[src/rtl/pda_pkg.sv]
package pda_pkg;
   // cable status field positions
   localparam int CAB_F_REQ   = 0;
   localparam int CAB_F_XCVR  = 1;
   localparam int CAB_F_XDIR  = 2;
   localparam int CAB_F_OEN   = 3;
   localparam int CAB_FIELDS  = 4;
   // shared connector status field positions
   localparam int SHR_F_REQA  = 0;
   localparam int SHR_F_REQB  = 1;
   localparam int SHR_F_XCVR  = 2;
   localparam int SHR_F_ADIR  = 3;
   localparam int SHR_F_AOEN  = 4;
   localparam int SHR_F_BDIR  = 5;
   localparam int SHR_F_BOEN  = 6;
   localparam int SHR_FIELDS  = 7;

   function automatic int stat_width(input int n_cab, input int n_shr);
      return n_cab * CAB_FIELDS + n_shr * SHR_FIELDS;
   endfunction
endpackage

[src/rtl/pda_sync.sv]
module pda_sync #(
   parameter int               WIDTH   = 1,
   parameter int               STAGES  = 2,
   parameter logic [WIDTH-1:0] RST_VAL = '0
) (
   input  logic             clk,
   input  logic             rst_n,
   input  logic [WIDTH-1:0] d_i,
   output logic [WIDTH-1:0] q_o
);
   if (STAGES < 2) begin : g_bad_stages
      $error("pda_sync: STAGES must be at least 2");
   end

   logic [WIDTH-1:0] stg_q [STAGES];

   always_ff @(posedge clk or negedge rst_n) begin
      if (!rst_n) begin
         for (int k = 0; k < STAGES; k++) stg_q[k] <= RST_VAL;
      end else begin
         stg_q[0] <= d_i;
         for (int k = 1; k < STAGES; k++) stg_q[k] <= stg_q[k-1];
      end
   end

   assign q_o = stg_q[STAGES-1];
endmodule

[src/rtl/pda_port_seq.sv]
module pda_port_seq #(
   parameter int SETS = 1
) (
   input  logic            clk,
   input  logic            rst_n,
   input  logic            want_dir,
   input  logic [SETS-1:0] want_en,
   input  logic [SETS-1:0] fitted,
   output logic            dir_o,
   output logic [SETS-1:0] set_dir_o,
   output logic [SETS-1:0] oe_n_o
);
   if (SETS < 1 || SETS > 8) begin : g_bad_sets
      $error("pda_port_seq: SETS out of range");
   end

   logic            dir_q;
   logic [SETS-1:0] oe_q;
   logic [SETS-1:0] en_eff;
   logic [SETS-1:0] others_on;
   logic [SETS-1:0] oe_nxt;

   assign en_eff = ~oe_q & fitted;

   for (genvar s = 0; s < SETS; s++) begin : g_set
      assign others_on[s] = |(en_eff & ~(SETS'(1) << s));
      // enable only when pointed inward, or no other set drives outward
      assign oe_nxt[s] = ~(want_en[s] & fitted[s] &
                           (~dir_q | ~others_on[s] | ~oe_q[s]));
      assign set_dir_o[s] = dir_q | ~fitted[s];
      assign oe_n_o[s]    = oe_q[s] | ~fitted[s];
   end

   always_ff @(posedge clk or negedge rst_n) begin
      if (!rst_n) begin
         dir_q <= 1'b1;
         oe_q  <= '1;
      end else if (dir_q != want_dir) begin
         oe_q <= '1;
         if (en_eff == '0) dir_q <= want_dir;
      end else begin
         oe_q <= oe_nxt;
      end
   end

   assign dir_o = dir_q;
endmodule

[src/rtl/port_dir_arbiter.sv]
module port_dir_arbiter
   import pda_pkg::*;
#(
   parameter int NUM_CABLES  = 3,
   parameter int NUM_SHARED  = 2,
   parameter int SYNC_STAGES = 2,
   localparam int STAT_W = NUM_CABLES * CAB_FIELDS + NUM_SHARED * SHR_FIELDS
) (
   input  logic                  clk,
   input  logic                  rst_n,
   input  logic                  cfg_a_i,
   input  logic                  cfg_b_i,
   input  logic                  b_fitted_n_i,
   input  logic [NUM_CABLES-1:0] cab_req_in_i,
   input  logic [NUM_SHARED-1:0] shr_req_in_a_i,
   input  logic [NUM_SHARED-1:0] shr_req_in_b_i,
   output logic [NUM_CABLES-1:0] cab_xcvr_dir_o,
   output logic [NUM_CABLES-1:0] cab_xlat_dir_o,
   output logic [NUM_CABLES-1:0] cab_xlat_oe_n_o,
   output logic [NUM_SHARED-1:0] shr_xcvr_dir_o,
   output logic [NUM_SHARED-1:0] shr_a_dir_o,
   output logic [NUM_SHARED-1:0] shr_a_oe_n_o,
   output logic [NUM_SHARED-1:0] shr_b_dir_o,
   output logic [NUM_SHARED-1:0] shr_b_oe_n_o,
   output logic [STAT_W-1:0]     status_o,
   output logic                  run_ok_n_o
);
   if (NUM_CABLES < 1) begin : g_bad_cab
      $error("port_dir_arbiter: NUM_CABLES must be positive");
   end
   if (NUM_SHARED < 1) begin : g_bad_shr
      $error("port_dir_arbiter: NUM_SHARED must be positive");
   end
   if (STAT_W != stat_width(NUM_CABLES, NUM_SHARED)) begin : g_bad_stat
      $error("port_dir_arbiter: status width mismatch");
   end

   localparam int SW = NUM_CABLES + 2 * NUM_SHARED + 3;
   localparam logic [SW-1:0] SYNC_RST =
      {1'b1, 1'b0, 1'b0, {NUM_SHARED{1'b1}}, {NUM_SHARED{1'b1}}, {NUM_CABLES{1'b1}}};

   logic [SW-1:0]         sync_q;
   logic [NUM_CABLES-1:0] cab_req_s;
   logic [NUM_SHARED-1:0] req_a_s, req_b_s;
   logic                  cfg_a_s, cfg_b_s, b_absent_s, both_ok;

   pda_sync #(.WIDTH(SW), .STAGES(SYNC_STAGES), .RST_VAL(SYNC_RST)) u_sync (
      .clk   (clk),
      .rst_n (rst_n),
      .d_i   ({b_fitted_n_i, cfg_b_i, cfg_a_i, shr_req_in_b_i, shr_req_in_a_i, cab_req_in_i}),
      .q_o   (sync_q)
   );

   assign {b_absent_s, cfg_b_s, cfg_a_s, req_b_s, req_a_s, cab_req_s} = sync_q;
   assign both_ok = cfg_a_s & (b_absent_s | cfg_b_s);

   // cables: single owner, single translator set
   for (genvar i = 0; i < NUM_CABLES; i++) begin : g_cab
      pda_port_seq #(.SETS(1)) u_seq (
         .clk       (clk),
         .rst_n     (rst_n),
         .want_dir  (~cfg_a_s | ~cab_req_s[i]),
         .want_en   (cfg_a_s),
         .fitted    (1'b1),
         .dir_o     (cab_xcvr_dir_o[i]),
         .set_dir_o (cab_xlat_dir_o[i +: 1]),
         .oe_n_o    (cab_xlat_oe_n_o[i +: 1])
      );
   end

   // shared connectors: client A has priority when driving outward
   logic [NUM_SHARED-1:0] want_shr, en_a, en_b;

   always_comb begin
      for (int j = 0; j < NUM_SHARED; j++) begin
         logic a_out, b_out, drv;
         a_out       = ~req_a_s[j];
         b_out       = ~b_absent_s & ~req_b_s[j];
         drv         = a_out | b_out;
         want_shr[j] = ~both_ok | drv;
         en_a[j]     = both_ok & (~drv | a_out);
         en_b[j]     = both_ok & ~b_absent_s & (~drv | (b_out & ~a_out));
      end
   end

   for (genvar j = 0; j < NUM_SHARED; j++) begin : g_shr
      pda_port_seq #(.SETS(2)) u_seq (
         .clk       (clk),
         .rst_n     (rst_n),
         .want_dir  (want_shr[j]),
         .want_en   ({en_b[j], en_a[j]}),
         .fitted    ({~b_absent_s, 1'b1}),
         .dir_o     (shr_xcvr_dir_o[j]),
         .set_dir_o ({shr_b_dir_o[j], shr_a_dir_o[j]}),
         .oe_n_o    ({shr_b_oe_n_o[j], shr_a_oe_n_o[j]})
      );
   end

   always_comb begin
      status_o = '0;
      for (int i = 0; i < NUM_CABLES; i++) begin
         status_o[i*CAB_FIELDS + CAB_F_REQ]  = cab_req_s[i];
         status_o[i*CAB_FIELDS + CAB_F_XCVR] = cab_xcvr_dir_o[i];
         status_o[i*CAB_FIELDS + CAB_F_XDIR] = cab_xlat_dir_o[i];
         status_o[i*CAB_FIELDS + CAB_F_OEN]  = cab_xlat_oe_n_o[i];
      end
      for (int j = 0; j < NUM_SHARED; j++) begin
         status_o[NUM_CABLES*CAB_FIELDS + j*SHR_FIELDS + SHR_F_REQA] = req_a_s[j];
         status_o[NUM_CABLES*CAB_FIELDS + j*SHR_FIELDS + SHR_F_REQB] = req_b_s[j];
         status_o[NUM_CABLES*CAB_FIELDS + j*SHR_FIELDS + SHR_F_XCVR] = shr_xcvr_dir_o[j];
         status_o[NUM_CABLES*CAB_FIELDS + j*SHR_FIELDS + SHR_F_ADIR] = shr_a_dir_o[j];
         status_o[NUM_CABLES*CAB_FIELDS + j*SHR_FIELDS + SHR_F_AOEN] = shr_a_oe_n_o[j];
         status_o[NUM_CABLES*CAB_FIELDS + j*SHR_FIELDS + SHR_F_BDIR] = shr_b_dir_o[j];
         status_o[NUM_CABLES*CAB_FIELDS + j*SHR_FIELDS + SHR_F_BOEN] = shr_b_oe_n_o[j];
      end
   end

   always_ff @(posedge clk or negedge rst_n) begin
      if (!rst_n) run_ok_n_o <= 1'b1;
      else        run_ok_n_o <= ~both_ok;
   end
endmodule

[config.mk]
export PLATFORM = sky130hd
export DESIGN_NAME = port_dir_arbiter
export DESIGN_NICKNAME = d
export VERILOG_FILES = /design/src/rtl/pda_pkg.sv /design/src/rtl/pda_sync.sv /design/src/rtl/pda_port_seq.sv /design/src/rtl/port_dir_arbiter.sv
export SDC_FILE = /design/constraint.sdc
export NUM_CORES = 1
export LEC_CHECK = 0
export BUFFER_PORTS_ARGS = -buffer_cell sky130_fd_sc_hd__buf_4
export CORE_MARGIN = 5
export CORE_UTILIZATION = 45
export DETAILED_ROUTE_END_ITERATION = 12
export GPL_TIMING_DRIVEN = 0
export PLACE_DENSITY = 0.74
export SYNTH_ARGS = -nofsm -noshare
export SYNTH_HDL_FRONTEND = slang
export SYNTH_HIERARCHICAL = 1
export SYNTH_SLANG_ARGS = --single-unit
[constraint.sdc]
create_clock -name clk -period 1.68 [get_ports clk]
set_input_delay 0.252 -clock clk [delete_from_list [all_inputs] [get_ports clk]]
set_output_delay 0.252 -clock clk [all_outputs]
set_load 0.05 [all_outputs]
# After elaboration in Yosys (flattened, before gate mapping)
# Index checks and enable logic that the tools add are counted.
# op_classes
add_sub_neg	0
multipliers	0
div	0
magnitude_cmp	0
n_eq_ne	5
shift	0
n_mux	5
bitwise	70
reduce_logical	7
# ops
operator	count
$not 1->1	26
$or 1x1->1	24
$and 1x1->1	16
$reduce_and 2->1	5
$ne 1x1->1	5
$and 2x2->2	2
$logic_not 2->1	2
$mux 2	2
$not 2->2	2
$mux 1	3
# word_totals
regBits	33
latch_bits	0
ramBits	0
romBits	0
input_bits	12
output_inout_bits	46
wordCells	100
mem_count	0

# Longest topological paths before layout
# Gate-level depths: netlist (run 1).
# depth
depth_word	10
mapped_depth	6
ltp_nobuf	5

# By module
# The synthesis (run 1) kept the hierarchy.
# modules_own_cells
mod	instances	cells_per_inst	area_each_um2
pda_sync	1	30	595.6
pda_port_seq (g_shr[0].u_seq ...)	2	16	173.9
pda_port_seq (g_cab[0].u_seq ...)	3	7	102.6
port_dir_arbiter	1	36	259.0

# Worst setup path after synthesis (run 1)
# Ideal clock, no wire load.
# synth_timing
kind	flip-flop to output port
start	register g_shr[0].u_seq.dir_q
end	output port status_o[17]
arrival_time_ns	1.496
required_ns	1.428
slack_ns	-0.068
path_stages_with_launch	3
path_buffers	1
path_cell_list	dfstp_2 -> nand2b_1 -> buf_4
# synth_between
elab_chain_len	1
# synth_rtl
item	line	source
from (decl)	pda_port_seq.sv:17	logic dir_q;
from (signal assigned)	pda_port_seq.sv:40	if (en_eff == '0) dir_q <= want_dir;
$or 1x1->1	pda_port_seq.sv:30	assign set_dir_o[s] = dir_q | ~fitted[s];
to (decl)	port_dir_arbiter.sv:25	output logic [STAT_W-1:0] status_o,
# No other way between the ends.

# Worst setup path in the final report (run 1)
# layout_timing
start	register g_shr[1].u_seq.dir_q
end	output port status_o[22]
# layout_rtl
item	line
from (decl)	pda_port_seq.sv:17
from (signal assigned)	pda_port_seq.sv:40
# No word-level cell between the ends.

==> impl_results.md, run 1 <==
- Outcome: finished, final reports clean
- GP Congestion: 0.867
- Nets: 216
- Die W: 67.9 microns
- Mapped Avg Cell Area: 12.7 sq um
- Fin. Hold Viols: 0
- Initial antenna violation count: 0
- First-pass GRT wire length: 4330 microns
- WHS: 41.5 ps
- WP data required: 1430 ps
- Register area share after synthesis: 0.571
- Wire per inst: 10.9 microns
- Leading area contributor after synthesis: dfstp_2
- Max Cap Violations: 0
- Total wire length: 2740 microns
- Cell Area, Synth: 0.00151 sq mm
- CTS tree: built
- IO Count: 58
- Tmin final: 1600 ps
- Fin Setup TNS: 0 ps
- Endpoint type of the worst setup path: output pin
- Total power: 1920 uW
- Tot GR Track Use: 0.125
- DRT antenna net count: 0
- Synth Warn #: 6
- DRC Markers: 0
- Fill count: 248
- Startpoint Class: flop
- Die Footprint: 0.00461 sq mm
- Core area: 0.00328 sq mm
- Initial DRC Count: 37
- Die Ht: 67.9 microns
- HP Class: input port to flop
- Bufs on Longest Clock Path: 2
- Peak VDD IR: 0.000839 V
- GRT overflow: 0
- Final slew viol count: 0
- Root Buffer: clkbuf_4
- Crit share post-route: 0.950
- N_diodes: 0
- Clk_skew: 7.86 ps
- Insertion delay to the later sink of the worst-skew pair: 310 ps
- Worst-path clk slew: 110 ps
- Detailed placer's ending HPWL: 2040 microns
- Critical path class: flop to output pin
- Static Leak: 0.00112 uW
- # rows: 21
- Pre-Repair DR Iteration Count: 2
- Via density: 4.21
- Achievable Freq: 627 MHz
- Largest net degree at the start of global routing: 34
- Worst EP arrival: 1340 ps
- Synthesized flop and latch total: 33
- Yosys top cell area share: 0.505
- CTS Sinks: 33
- Top cells by area, synth: dfstp_2 50%, buf_4 14%, dfrtp_1 6.6%, mux2_4 5.0%, nand2b_4 4.6%
- Setup Viol. Count Final: 0
- Synth unique cells: 21
- Dpl ws: 267 ps
- Area Growth Syn to Fin: 49.5%
- Port bufs: 57
- Synth Instances: 119
- P per Cell Area: 853 mW/mm^2
- CTS H-tree depth: 2
- Vias: 1,057
- Layout cells sized above 1: 0.717
- Crit path max fanout: 7
- CTS Buf Count: 5
- Starting Density: 0.460
- Vias in the first global route: 1,018
- Worst setup margin: 84.6 ps
layer usage:
metal | routed length, microns | track usage | vias to the layer above
li1 | - | - | 521
met1 | 984 | 0.132 | 500
met2 | 1540 | 0.229 | 32
met3 | 186 | 0.0328 | 4
met4 | 25 | 0.0571 | 0
met5 | 0 | 0 | -
worst max-delay path: stages (launching register included):
cell	delay, ps
dfstp_2	420
or2b_2	300
buf_4	130
buf_4	180
cell families (layout without fill, tap and decap cells):
group / after synthesis / count (layout) / share of synthesized area
compound gates: 13 / 13 / 0.0655
xor+xnor: 3 / 3 / 0.0174
buf+inv: 32 / 104 / 0.152
flops: 33 / 33 / 0.571
mux: 5 / 5 / 0.0497
other cells: 1 / 15 / 0.00248
simple gates: 32 / 32 / 0.143
repair_timing:
item | CTS | global route
hold buffers | 1 | 5
setup buffers | 0 | 2
gates resized for setup | 9 | 2
hold endpoints to repair | 4 | 5
endpoints found under the setup margin | 6 | 6
power by group:
part / internal (uW) / total [uW] / leakage [uW] / switching, uW
Clock: 315 / 580 / 0.0000414 / 265
Sequential: 864 / 888 / 0.000352 / 23.7
Combinational: 179 / 456 / 0.000725 / 277
Total: 1360 / 1920 / 0.00112 / 566
cell usage after synthesis (all sizes together):
cell type,count
or2b,5
a31oi,2
buf,29
nand2,7
a21oi,2
dfstp,29
o21ba,2
xnor2,3
mux2,5
nor2,4
o211ai,4
o21ai,1
nand2b,9
dfrtp,4
inv,3
and4,2
nand3,5
a21o,2
conb,1
stage by stage:
stage,area [sq um],cells,util
final,2260,251,0.687
after global routing,2260,251,0.687
after CTS,2190,245,0.668
after detailed placement,2060,236,0.627
after global placement,2060,236,0.627
after floorplan,1570,133,-
placed cells by master, fill, tap and decap left out, drive strengths merged, types with 3 or more instances in the layout:
cell and instances:
mux2 5, nor2 4, dfstp 29, dlygate4sd3 6, nand3 5, nand2b 9
or2b 5, nand2 7, inv 3, clkbuf 5, buf 87, conb 15
o211ai 4, xnor2 3, dfrtp 4
registers in the layout (all words and copies together), names as in the netlist:
register	flops
run_ok_n_o	1
g_shr.u_seq/oe_q	4
u_sync/stg_q	10
g_cab.u_seq/dir_o	3
u_sync/q_o	10
g_shr.u_seq/dir_o	2
g_cab.u_seq/oe_q	3
layout make-up:
cell class              count  area (sq um)  area share
flip-flops and latches     33           862       0.382
repair buffers             65           529       0.234
multi-input cells          68           498       0.221
plain buffers              28           210      0.0931
well taps                  46          57.6      0.0255
clock inverters             3          46.3      0.0205
clock buffers               5          37.5      0.0166
inverters                   3          16.3     0.00721
final timing paths:
check	end	cells after the start	start	slack, ps
setup / recovery	status_o[22]	3	g_shr[1].u_seq/dir_o$_DFFE_PN1P_	80
max in group asynchronous	u_sync/q_o[0]$_DFF_PN1_	2	rst_n	970
setup reg to reg	g_shr[1].u_seq/oe_q[1]$_DFF_PN1_	6	u_sync/q_o[9]$_DFF_PN1_	250
hold reg to reg	u_sync/q_o[7]$_DFF_PN0_	0	u_sync/stg_q[17]$_DFF_PN0_	350
hold / removal	u_sync/stg_q[13]$_DFF_PN1_	1	shr_req_in_a_i[0]	40
min in group asynchronous	u_sync/stg_q[18]$_DFF_PN0_	2	rst_n	390
No activity file was read; power rests on OpenSTA's default activity.
==> run 2: changes to the inputs <==
- CORE_MARGIN: 5 -> 1
- CORE_UTILIZATION: 45 -> 40
- PLACE_DENSITY: 0.74 -> 0.7
- clock period: 1.68 -> 1.45 ns (I/O delays scaled with it)
==> run 2 against run 1 <==
The run now ends with negative setup slack left; sequential power is 15% higher; clock skew is 4.0 ps lower; worst hold slack better by 3.4 ps; count of clock-buffer cells in the layout is 2 higher; critical path depth is 1 higher; cell count is 0.80% lower; utilization is 0.29 points lower; combinational power is 23% higher; largest cell class unchanged.
==> impl_results.md, run 2 (synthesis gave the netlist of run 1 again) <==
- DRC Markers: 0 (unchanged)
- DRT antenna net count: 0 (unchanged)
- Vias in the first global route: 1,009 (-0.88%)
- Largest net degree at the start of global routing: 34 (unchanged)
- R2R cell count: 6 (unchanged)
- Bufs on Longest Clock Path: 2 (unchanged)
- Total power: 2450 uW (+27%)
- Port bufs: 57 (unchanged)
- WP data required: 1230 ps (-200 ps)
- Tmin final: 1450 ps
- Sequential cell area: 862 sq um (unchanged)
- Clk_skew: 3.81 ps (-4.04 ps)
- CP cell instances: inv_6 -> nand2b_4 -> buf_6 -> buf_8
- WHS: 44.9 ps (+3.43 ps)
- Tot GR Track Use: 0.145 (+0.0206)
- Reg2Reg Setup Slack: 40 ps (-210 ps)
- Worst hold path depth: 1 (unchanged)
- Reg-to-reg endpoint: g_shr[1].u_seq/oe_q[1]$_DFF_PN1_
- Finished Core Util: 0.684 (-0.00289)
- Die W: 63.4 microns (-6.6%)
- Die Footprint: 0.00403 sq mm (-13%)
- Crit share post-route: 1.00
- Worst-path clk slew: 60 ps (-50 ps)
- Final slew viol count: 0 (unchanged)
- Fill count: 260 (+4.8%)
- Layout cells sized above 1: 0.744 (+0.0268)
- Worst EP arrival: 1240 ps (-100 ps)
- Post-route insts no fill: 249 (-0.80%)
- CTS tree: built
- CTS Buf Count: 5 (unchanged)
- Core area: 0.00347 sq mm (+5.6%)
- IO Count: 58 (unchanged)
- Commonest cells after routing, fill and taps aside: 72 x buf_4, 29 x dfstp_2, 15 x conb_1
- Failing checks: negative setup slack
- Total wire length: 2760 microns (+0.77%)
- Area Growth Syn to Fin: 57.2%
- Root Buffer: clkbuf_8
- Endpoint type of the worst setup path: output pin
- N_diodes: 0 (unchanged)
- Vias: 1,048 (-0.85%)
- Outcome: finished, violations left
- Pre-Repair DR Iteration Count: 3 (+1)
- Fin. Hold Viols: 0 (unchanged)
- CP max-delay cell: dfstp_2
- WHS Endpoint: u_sync/stg_q[16]$_DFF_PN1_
- # rows: 21 (unchanged)
- RSZ-0062 raised after global routing: yes
- Max Cap Violations: 0 (unchanged)
- Area of the multi-input gates: 531 sq um (+6.5%)
- First-pass GRT wire length: 4370 microns (+0.95%)
- Starting Density: 0.435 (-0.0244)
- Initial DRC Count: 12 (-68%)
- Hold Path Origin: shr_req_in_b_i[1]
- Via density: 4.21 (about the same)
- Detailed placer's ending HPWL: 1840 microns (-10%)
- Startpoint Class: flop
- CTS H-tree depth: 2 (unchanged)
- Commonest non-fill, non-tap cell in the layout: buf_4
- GRT overflow: 0 (unchanged)
- Setup Viol. Count Final: 3 (+3)
- Static Leak: 0.00119 uW (+6.4%)
- Dpl cells: 236 (unchanged)
- CTS Sinks: 33 (unchanged)
- HP Class: input port to flop
- Initial antenna violation count: 0 (unchanged)
- Insertion delay to the later sink of the worst-skew pair: 280 ps (-30 ps)
- Peak VDD IR: 0.000819 V (-2.3%)
- Achievable Freq: 688 MHz
- Slowest stage delay, CP: 580 ps (+160 ps)
- Crit path max fanout: 7 (unchanged)
- Wire per inst: 11.1 microns (+1.6%)
- Nets: 214 (-0.93%)
- Worst R2R Start: u_sync/q_o[9]$_DFF_PN1_
- Worst setup margin: -3.08 ps (-87.6 ps)
- Die Ht: 63.4 microns (-6.6%)
- GP Congestion: 0.755 (-13%)
- Critical path class: flop to output pin
- P per Cell Area: 1030 mW/mm^2 (+21%)
-- run 2: how the worst max path moves through the flow --
stage	startpoint	endpoint	slack, ps	cells after the start
final	u_sync/q_o[9]$_DFF_PN1_	status_o[18]	-3	4
after global routing	u_sync/q_o[9]$_DFF_PN1_	status_o[24]	-50	4
after CTS	g_shr[0].u_seq/dir_o$_DFFE_PN1P_	status_o[15]	0.003	3
after detailed placement	u_sync/q_o[9]$_DFF_PN1_	status_o[25]	80	5
after global placement	u_sync/q_o[9]$_DFF_PN1_	status_o[25]	100	5
after floorplan	u_sync/q_o[9]$_DFF_PN1_	g_shr[0].u_seq/dir_o$_DFFE_PN1P_	-190	5
-- run 2: what timing repair did --
item,4_1_cts,5_1_grt
gates cloned,0,0
resized for setup,21,15
hold buffers,1,0
endpoints found under the setup margin,14,18
setup buffers,6,3
endpoints found under the hold margin,4,0
-- run 2: worst max-delay path, delay by kind of cell, from the launching register on --
family / cells / cell delay [ps]
buffers and inverters: 3 / 290
DFF: 1 / 580
and+or+nand+nor: 1 / 80
-- run 2: power by group --
part | leakage [uW] | switching (uW) | total, uW | internal (uW)
Combinational | 0.000779 | 335 | 563 | 228
Clock | 0.0000585 | 304 | 863 | 560
Sequential | 0.000352 | 22.3 | 1020 | 1000
-- run 2: routing by layer --
metal	vias to the layer above	wire, microns	track usage
met5	-	0	0
met4	0	32	0.0710
met3	4	166	0.0652
met2	39	1550	0.250
met1	495	1010	0.148
li1	510	-	-
-- run 2: cell type report --
type / count / area share
Sequential cell: 33 / 0.363
Timing Repair Buffer: 67 / 0.254
Multi-Input combinational cell: 68 / 0.224
Buffer: 24 / 0.0791
Clock buffer: 7 / 0.0364
Tap cell: 46 / 0.0242
Clock inverter: 1 / 0.0127
Inverter: 3 / 0.00685
-- run 2: per-stage QoR --
stage	cell area, sq um	setup slack [ps]	setup TNS [ps]
after floorplan	1590	-185	-908
after global placement	2070	96.0	0
after detailed placement	2070	77.2	0
after CTS	2310	0.00311	0
after global routing	2370	-46.9	-190
final	2370	-3.08	-6.41
==> run 3: changes to the inputs <==
- REMOVE_ABC_BUFFERS: default -> 1
==> run 3 against run 2 <==
The run now ends clean; sequential share of layout area increased by 5.1 points; combinational power fell by 13%; clock power down 24%; final area is 12% lower; sequential power hardly changed; non-clock buffer count shrank 26; clock skew hardly changed; flip-flop and latch count unchanged; global-route usage fell by 1.3 points; die area unchanged; register-to-register slack better by 30 ps; critical path type unchanged.
==> impl_results.md, run 3 (synthesis gave the netlist of run 1 again) <==
- Outcome: finished, final reports clean
- Core area: 0.00347 sq mm (unchanged)
- Nets: 188 (-12%)
- Dpl cells: 207 (-12%)
- Port bufs: 57 (unchanged)
- Starting Density: 0.435 (unchanged)
- Critical path class: flop to output pin
- Fill count: 271 (+4.2%)
- Pre-Repair DR Iteration Count: 4 (+1)
- CTS tree: built
- WP data required: 1230 ps (about the same)
- CTS Buf Count: 5 (unchanged)
- Total wire length: 2500 microns (-9.4%)
- Commonest cells after routing, fill and taps aside: 51 x buf_4, 29 x dfstp_2, 15 x conb_1
- Via density: 4.32 (+2.7%)
- DRT antenna net count: 0 (unchanged)
- Largest net degree at the start of global routing: 34 (unchanged)
- First-pass GRT wire length: 3900 microns (-11%)
- Die W: 63.4 microns (unchanged)
- Worst EP arrival: 1210 ps (-30 ps)
- Peak VDD IR: 0.000850 V (+3.8%)
- Vias in the first global route: 862 (-15%)
- Static Leak: 0.00103 uW (-14%)
- CTS Sinks: 33 (unchanged)
- Bufs on Longest Clock Path: 2 (unchanged)
- Worst-path clk slew: 70 ps (about the same)
- Startpoint Class: flop
- Layout cells sized above 1: 0.689 (-0.0546)
- Endpoint type of the worst setup path: output pin
- Initial antenna violation count: 0 (unchanged)
- Total power: 2180 uW (-11%)
- CTS H-tree depth: 2 (unchanged)
- # rows: 21 (unchanged)
- P per Cell Area: 1050 mW/mm^2 (+1.3%)
- Crit share post-route: 0.983 (-0.0187)
- Commonest non-fill, non-tap cell in the layout: buf_4
- Final slew viol count: 0 (unchanged)
- Area Growth Syn to Fin: 37.8%
- Max Cap Violations: 0 (unchanged)
- Dpl ws: 161 ps (+83.9 ps)
- HP Class: input port to flop
- Fin Setup TNS: 0 ps (+6.41 ps)
- Die Ht: 63.4 microns (unchanged)
- Wire per inst: 11.2 microns (+1.2%)
- Root Buffer: clkbuf_8
- Insertion delay to the later sink of the worst-skew pair: 280 ps (about the same)
- Crit path max fanout: 5 (-2)
- Detailed placer's ending HPWL: 1760 microns (-4.4%)
- Vias: 964 (-8.0%)
- Setup Viol. Count Final: 0 (-3)
- Tot GR Track Use: 0.132 (-0.0134)
- Clk_skew: 3.65 ps (-0.161 ps)
- N_diodes: 0 (unchanged)
- Die Footprint: 0.00403 sq mm (unchanged)
- Achievable Freq: 701 MHz (+1.9%)
- Tmin final: 1430 ps (-27.1 ps)
- RSZ-0062 raised after global routing: yes
- GP Congestion: 0.724 (-4.2%)
- IO Count: 58 (unchanged)
- Fin. Hold Viols: 0 (unchanged)
- GRT overflow: 0 (unchanged)
- Post-route insts no fill: 223 (-10%)
- DRC Markers: 0 (unchanged)
- Initial DRC Count: 28 (+16)
- Worst setup margin: 24.0 ps (+27.1 ps)
run 3: cell count changes in the layout (fill, tap and decap cells not counted), sizes merged:
| cell | before | now |
|---|---|---|
| bufinv | 1 | 0 |
| clkbuf | 7 | 5 |
| clkinvlp | 0 | 1 |
| clkinv | 0 | 2 |
| buf | 90 | 64 |
run 3: cell type report:
cell class,count,area (sq um),area share
multi-input cells,68,522,0.251
flip-flops and latches,33,862,0.414
clock buffers,5,68.8,0.0331
clock inverters,3,17.5,0.00842
inverters,3,13.8,0.00661
repair buffers,65,539,0.259
well taps,46,57.6,0.0277
run 3: routing by layer:
metal,routed length [microns],up-vias,part of all wire,GRT usage
met1,936,458,0.37,0.142
met3,171,5,0.068,0.0543
met5,0,-,0,0
met4,48,0,0.019,0.0852
met2,1350,36,0.54,0.211
li1,-,465,-,-
run 3: worst paths after layout:
path	startpoint	end	slack, ps	depth (start not counted)
hold reg to reg	u_sync/stg_q[18]$_DFF_PN0_	u_sync/q_o[8]$_DFF_PN0_	350	0
max in group asynchronous	rst_n	u_sync/stg_q[13]$_DFF_PN1_	720	2
setup / recovery	g_shr[0].u_seq/dir_o$_DFFE_PN1P_	status_o[15]	20	2
min in group asynchronous	rst_n	u_sync/stg_q[17]$_DFF_PN0_	410	2
setup reg to reg	u_sync/q_o[9]$_DFF_PN1_	g_shr[1].u_seq/oe_q[1]$_DFF_PN1_	70	6
hold / removal	shr_req_in_b_i[0]	u_sync/stg_q[15]$_DFF_PN1_	40	1
run 3: repair_timing:
action                                  4_1_cts  5_1_grt
endpoints found under the setup margin        8       10
hold buffers                                  1        0
buffers inserted                              1        6
resized for setup                            13        9
hold endpoints to repair                      4        0
pin swaps                                     0        2
run 3: report_power, final:
| group | switching [uW] | internal, uW | leakage [uW] |
|---|---|---|---|
| sequential | 35.1 | 1000 | 0.000352 |
| clock | 322 | 330 | 0.0000439 |
| combinational | 308 | 178 | 0.000630 |
run 3: per-stage QoR:
step           utilization  area [sq um]  hold WS, ps
3_5_place_dp         0.528          1830          172
2_1_floorplan            -          1350        -78.1
6_report             0.600          2080         39.4
4_1_cts              0.576          2000         29.1
5_1_grt              0.600          2080         20.2
3_3_place_gp         0.528          1830          167
run 3: worst max-delay path: stages, from the launching register on:
cell and delay (ps):
dfstp_2 570, or2b_1 150, buf_4 210
